<file path="config.mk">
export PLATFORM = sky130hd
export DESIGN_NAME = perf_event_counter
export DESIGN_NICKNAME = d
export VERILOG_FILES = /design/src/rtl/pmc_pkg.sv /design/src/rtl/pmc_ctl_reg.sv /design/src/rtl/pmc_qualify.sv /design/src/rtl/pmc_accum.sv /design/src/rtl/perf_event_counter.sv
export SDC_FILE = /design/constraint.sdc
export NUM_CORES = 1
export LEC_CHECK = 0
export ABC_CLOCK_PERIOD_IN_PS = 4000
export BUFFER_PORTS_ARGS = -buffer_cell sky130_fd_sc_hd__buf_2
export CAP_MARGIN = 20
export CORE_MARGIN = 8
export CORE_UTILIZATION = 45
export DETAILED_ROUTE_END_ITERATION = 16
export GPL_TIMING_DRIVEN = 0
export PLACE_DENSITY = 0.85
export SYNTH_ARGS = -nofsm -noshare
export SYNTH_HDL_FRONTEND = slang
export SYNTH_SLANG_ARGS = --single-unit
export TNS_END_PERCENT = 30
</file>
<file path="constraint.sdc">
create_clock -name clk -period 4 [get_ports clk]
set_input_delay 1 -clock clk [delete_from_list [all_inputs] [get_ports clk]]
set_output_delay 1 -clock clk [all_outputs]
set_load 0.01 [all_outputs]
</file>
<file path="src/rtl/pmc_pkg.sv">
package pmc_pkg;

    // Control word, bit 31 first; field positions are software visible.
    typedef struct packed {
        logic [7:0] thresh;   // 31:24
        logic       invert;   // 23
        logic       enable;   // 22
        logic       spare;    // 21, always held at zero
        logic       irq_en;   // 20
        logic       pin_en;   // 19
        logic       edge_en;  // 18
        logic       kern_en;  // 17
        logic       user_en;  // 16
        logic [7:0] umask;    // 15:8
        logic [7:0] evsel;    // 7:0
    } pmc_ctl_t;

    localparam int CTL_W = $bits(pmc_ctl_t);

    typedef enum logic [1:0] {
        A_CTL  = 2'd0,
        A_CNT  = 2'd1,
        A_STAT = 2'd2,
        A_NONE = 2'd3
    } pmc_addr_e;

endpackage

</file>
<file path="src/rtl/pmc_ctl_reg.sv">
module pmc_ctl_reg
    import pmc_pkg::*;
(
    input  logic             clk,
    input  logic             rst_n,
    input  logic             wr_en,
    input  logic [CTL_W-1:0] wdata,
    output pmc_ctl_t         ctl_q
);

    pmc_ctl_t ctl_d;

    always_comb begin
        ctl_d = ctl_q;
        if (wr_en) begin
            ctl_d       = pmc_ctl_t'(wdata);
            ctl_d.spare = 1'b0;
        end
    end

    always_ff @(posedge clk) begin
        if (!rst_n) ctl_q <= '0;
        else        ctl_q <= ctl_d;
    end

endmodule

</file>
<file path="src/rtl/pmc_qualify.sv">
module pmc_qualify #(
    parameter int EVC_W = 8
) (
    input  logic [EVC_W-1:0] evt_count,
    input  logic             ring0,
    input  logic [7:0]       thresh,
    input  logic             invert,
    input  logic             enable,
    input  logic             kern_en,
    input  logic             user_en,
    output logic             qual,
    output logic [EVC_W-1:0] step
);

    localparam int CMP_W = (EVC_W > 8) ? EVC_W : 8;

    logic [CMP_W-1:0] evt_ext;
    logic [CMP_W-1:0] thr_ext;
    logic             thr_nz;
    logic             below;
    logic             priv_ok;
    logic             cond;

    always_comb begin
        evt_ext = CMP_W'(evt_count);
        thr_ext = CMP_W'(thresh);
        thr_nz  = (thresh != 8'd0);
        below   = (evt_ext < thr_ext);
        priv_ok = ring0 ? kern_en : user_en;
        if (thr_nz) cond = invert ? below : !below;
        else        cond = (evt_count != '0);
        qual = enable && priv_ok && cond;
        step = thr_nz ? EVC_W'(1) : evt_count;
    end

endmodule

</file>
<file path="src/rtl/pmc_accum.sv">
module pmc_accum #(
    parameter int CNT_W = 40,
    parameter int EVC_W = 8
) (
    input  logic             clk,
    input  logic             rst_n,
    input  logic             qual,
    input  logic [EVC_W-1:0] step,
    input  logic             edge_en,
    input  logic             pin_en,
    input  logic             load,
    input  logic [CNT_W-1:0] load_val,
    input  logic             ovf_clr,
    output logic [CNT_W-1:0] cnt_q,
    output logic             ovf_q,
    output logic             pin_q
);

    localparam int PAD_W = CNT_W + 1 - EVC_W;

    typedef struct packed {
        logic [CNT_W-1:0] cnt;
        logic             ovf;
        logic             prev;
        logic             pin;
    } acc_t;

    acc_t         st_d;
    acc_t         st_q;
    logic [CNT_W:0] add;
    logic [CNT_W:0] sum;
    logic           carry;

    always_comb begin
        if (edge_en) add = (qual && !st_q.prev) ? (CNT_W+1)'(1) : '0;
        else         add = qual ? {{PAD_W{1'b0}}, step} : '0;
        sum   = {1'b0, st_q.cnt} + add;
        carry = !load && sum[CNT_W];

        st_d.cnt  = load ? load_val : sum[CNT_W-1:0];
        st_d.ovf  = carry || (st_q.ovf && !ovf_clr);
        st_d.prev = qual;
        st_d.pin  = pin_en && qual;
    end

    always_ff @(posedge clk) begin
        if (!rst_n) st_q <= '0;
        else        st_q <= st_d;
    end

    assign cnt_q = st_q.cnt;
    assign ovf_q = st_q.ovf;
    assign pin_q = st_q.pin;

endmodule

</file>
<file path="src/rtl/perf_event_counter.sv">
module perf_event_counter
    import pmc_pkg::*;
#(
    parameter int CNT_W  = 40,
    parameter int EVC_W  = 8,
    parameter int DATA_W = 64
) (
    input  logic              clk,
    input  logic              rst_n,
    input  logic              reg_wr,
    input  logic [1:0]        reg_addr,
    input  logic [DATA_W-1:0] reg_wdata,
    output logic [DATA_W-1:0] reg_rdata,
    input  logic [EVC_W-1:0]  evt_count,
    input  logic              priv_ring0,
    output logic [7:0]        evt_sel,
    output logic [7:0]        unit_mask,
    output logic              pmon_pin,
    output logic              irq
);

    pmc_ctl_t         ctl_q;
    logic             qual;
    logic [EVC_W-1:0] step;
    logic [CNT_W-1:0] cnt_q;
    logic             ovf_q;
    logic             pin_q;
    logic             wr_ctl;
    logic             wr_cnt;
    logic             wr_clr;
    logic             unused_hi;

    assign wr_ctl    = reg_wr && (reg_addr == A_CTL);
    assign wr_cnt    = reg_wr && (reg_addr == A_CNT);
    assign wr_clr    = reg_wr && (reg_addr == A_STAT) && reg_wdata[0];
    assign unused_hi = ^reg_wdata[DATA_W-1:CNT_W];

    pmc_ctl_reg u_ctl (
        .clk   (clk),
        .rst_n (rst_n),
        .wr_en (wr_ctl),
        .wdata (reg_wdata[CTL_W-1:0]),
        .ctl_q (ctl_q)
    );

    pmc_qualify #(.EVC_W(EVC_W)) u_qual (
        .evt_count (evt_count),
        .ring0     (priv_ring0),
        .thresh    (ctl_q.thresh),
        .invert    (ctl_q.invert),
        .enable    (ctl_q.enable),
        .kern_en   (ctl_q.kern_en),
        .user_en   (ctl_q.user_en),
        .qual      (qual),
        .step      (step)
    );

    pmc_accum #(.CNT_W(CNT_W), .EVC_W(EVC_W)) u_acc (
        .clk      (clk),
        .rst_n    (rst_n),
        .qual     (qual),
        .step     (step),
        .edge_en  (ctl_q.edge_en),
        .pin_en   (ctl_q.pin_en),
        .load     (wr_cnt),
        .load_val (reg_wdata[CNT_W-1:0]),
        .ovf_clr  (wr_clr),
        .cnt_q    (cnt_q),
        .ovf_q    (ovf_q),
        .pin_q    (pin_q)
    );

    always_comb begin
        case (reg_addr)
            A_CTL:   reg_rdata = {{(DATA_W-CTL_W){1'b0}}, ctl_q};
            A_CNT:   reg_rdata = {{(DATA_W-CNT_W){1'b0}}, cnt_q};
            A_STAT:  reg_rdata = {{(DATA_W-1){1'b0}}, ovf_q};
            default: reg_rdata = '0;
        endcase
    end

    assign evt_sel   = ctl_q.evsel;
    assign unit_mask = ctl_q.umask;
    assign pmon_pin  = pin_q;
    assign irq       = ovf_q && ctl_q.irq_en;

endmodule

</file>
==> summary.md <==
| Metric | Value |
|---|---|
| Row cnt | `37` |
| Clk slew on worst S/H paths | `0.08 ns` |
| Avg WL per Cell | `16.81 um` |
| Die W | `117.6 um` |
| Max IR drop VDD | `146.6 uV` |
| Gr usage total | `20.49%` |
| CTS Sinks | `74` |
| Final Util | `58.77%` |
| Num CTS Buffers | `9` |
| Crit path time final | `3.977 ns` |
| Via density | `5.453` |
| Global route overflow | `0` |
| Clk_lat worst skew | `0.35 ns` |
| Power density over the cells | `280.0 nW/um2` |
| Drt first pass iters | `5` |
| First-pass GRT wire length | `23.31 mm` |
| Slew @ Worst Pin | `0.9432 ns` |
| Mean Syn Cell Area | `7.556 um2` |
| Setup slack after layout | `0.02327 ns` |
| Yosys reg bits | `74` |
| Via count | `4946` |
| Cell Area, Synth | `4647 um2` |
| Setup Slack @ Placement | `-0.6265 ns` |
| Worst EP required | `4.28 ns` |
| Fmax | `251.5 MHz` |
| HP Class | `reg2reg` |
| RSZ-0062 raised after global routing | `true` |
| WHS Path Cells | `2` |
| Max-cap violations | `0` |
| Post-route ant nets | `0` |
| Most common cell after layout, fill and taps aside | `buf_2` |
| Placer Congestion | `0.9391` |
| CTS tree | `yes` |
| Final hold vios | `0` |
| Most common flop cell mapped by yosys | `dfxtp_1` |
| Most frequent cells in the layout | `buf_2 (105), nand2_1 (96), dfxtp_1 (74)` |
| Post-synthesis sequential area ratio | `31.88%` |
| Cell variety after synth | `45` |
| Starting DRT DRC Count | `476` |
| Arrival @ worst endpoint | `4.26 ns` |
| Synth Warn # | `0` |
| Leakage | `2.490 nW` |
| Largest net degree at the start of global routing | `12` |
| Area growth syn-to-layout | `28.81%` |
| Share of post-route cells with drive strength above 1 | `27.01%` |
| Status | `finished, final reports clean` |
| EDFF count, synth | `0` |
| Max-slew violations | `0` |
| Post-DP HPWL | `11.17 mm` |
| Drt total wl | `15.25 mm` |
| # H-tree levels | `3` |
| Root Buffer | `clkbuf_8` |
| Async set-reset flop share out of synthesis | `0%` |
| Vias in the first global route | `4683` |
| CP Launch Type | `primary input` |
| Final setup viols | `0` |
| Drt drc | `0` |
| CP Class | `in2reg` |
| Core Footprint | `10180 um2` |
| Cells after Synth | `615` |
| Die height | `117.6 um` |
| Initial Util | `45.63%` |
| Clock skew | `0.006737 ns` |
| Worst slew margin | `37.12%` |
| Tcrit/Tclk final | `99.42%` |
| Crit Path Max Fanout | `4` |
| Final #Nets | `861` |
| CTS max path bufs | `2` |
| Num ports | `160` |
| Initial antenna violation count | `1` |
| Die Area | `13830 um2` |
| R2R cell count | `12` |
| # port buffers | `109` |
| Worst Setup End Kind | `register` |
## synth_stat cells (15+ instances only)
library cell / n / share of area [%]
a21oi_1: 66 / 7.1
xnor2_1: 22 / 4.1
dfxtp_1: 74 / 32
clkbuf_1: 30 / 2.4
mux2i_1: 31 / 6.7
nand2_1: 98 / 7.9
o21ai_0: 50 / 5.4
and2_1: 19 / 2.6
nor2_1: 40 / 3.2
ha_1: 15 / 4.0
or3_1: 15 / 2.0
buf_4: 40 / 6.5
## path summary, 6_finish.rpt
| kind | startpoint | endpoint | slack [ns] |
|---|---|---|---|
| max | evt_count[1] | u_acc.cnt_q[35] | 0.02 |
| min | u_ctl.ctl_q[20] | u_ctl.ctl_q[20] | 0.47 |
| max reg2reg | u_ctl.ctl_q[27] | u_acc.cnt_q[35] | 0.18 |
| min reg2reg | u_ctl.ctl_q[20] | u_ctl.ctl_q[20] | 0.47 |
## routing by layer
layer | vias up | global-route usage, % | part of all wire [%]
met3 | 30 | 5.659 | 9.3
met2 | 273 | 33.65 | 47
met4 | 0 | 6.805 | 1.9
met5 | - | 0 | 0
met1 | 2255 | 25.31 | 42
li1 | 2388 | - | -
## layout make-up
class,instances,area (um2)
Antenna cell,1,2.502
Multi-Input combinational cell,472,2974
Tap cell,136,170.2
Fill cell,926,4199
Sequential cell,74,1481
Clock inverter,3,40.04
Clock buffer,11,151.4
Timing Repair Buffer,119,656.9
Inverter,15,56.30
Buffer,76,452.9
## cell families (layout without fill, tap and decap cells)
family                   count (synthesis)  after routing  synth area share [%]
AND/OR/NAND/NOR                        215            215                 21.57
AO/OA/AOI/OAI                          162            162                 19.79
buffers and inverters                   92            224                 11.01
flip-flops                              74             74                 31.88
multiplexers                            31             31                 6.677
XOR/XNOR                                24             24                 4.523
adder cells (fa/ha/maj)                 16             16                 4.470
other                                    1             25               0.08070
## power by group
group          leakage (nW)  internal, mW  total [mW]  switching, mW
Combinational          1.79         0.126       0.285          0.159
Sequential            0.603         0.766       0.799         0.0332
Clock                 0.101         0.314       0.592          0.278
## through the flow
stage / total power, mW / instances / TNS (ns) / hold WS, ns / instance area [um2]
3_3_place_gp: 1.059 / 883 / -10.26 / 0.4508 / 5449
6_report: 1.676 / 907 / 0 / 0.4724 / 5986
5_1_grt: 1.737 / 907 / -0.6621 / 0.4884 / 5986
3_5_place_dp: 1.064 / 883 / -10.65 / 0.4636 / 5449
2_1_floorplan: 0.9689 / 638 / 0 / 0.4223 / 4733
4_1_cts: 1.646 / 901 / 0 / 0.4734 / 5734
## sequential cells by signal (all words and copies together), names as in the netlist
name,cells
u_acc.cnt_q,40
u_acc.ovf_q,1
u_acc.pin_q,1
u_acc.st_q,1
u_ctl.ctl_q,31
## critical path, cell delays in order
cell and delay, ns:
buf_6 0.10, ha_4 0.24, o21ai_1 0.06, o21ai_1 0.26, a211oi_2 0.11, nand3b_1 0.21, a211oi_2 0.28, ha_2 0.27
a211oi_2 0.09, or3_4 0.40, a2111o_1 0.53, buf_6 0.17, or3_4 0.35, a31oi_1 0.16
## repair_timing
action                                  in CTS  in global routing
resized for setup                           13                 45
cloned                                       1                  0
endpoints found under the setup margin      19                 20
hold buffers                                 0                  0
pin swaps                                    2                 24
setup buffers                                3                  6
No activity file was read; power rests on OpenSTA's default activity.
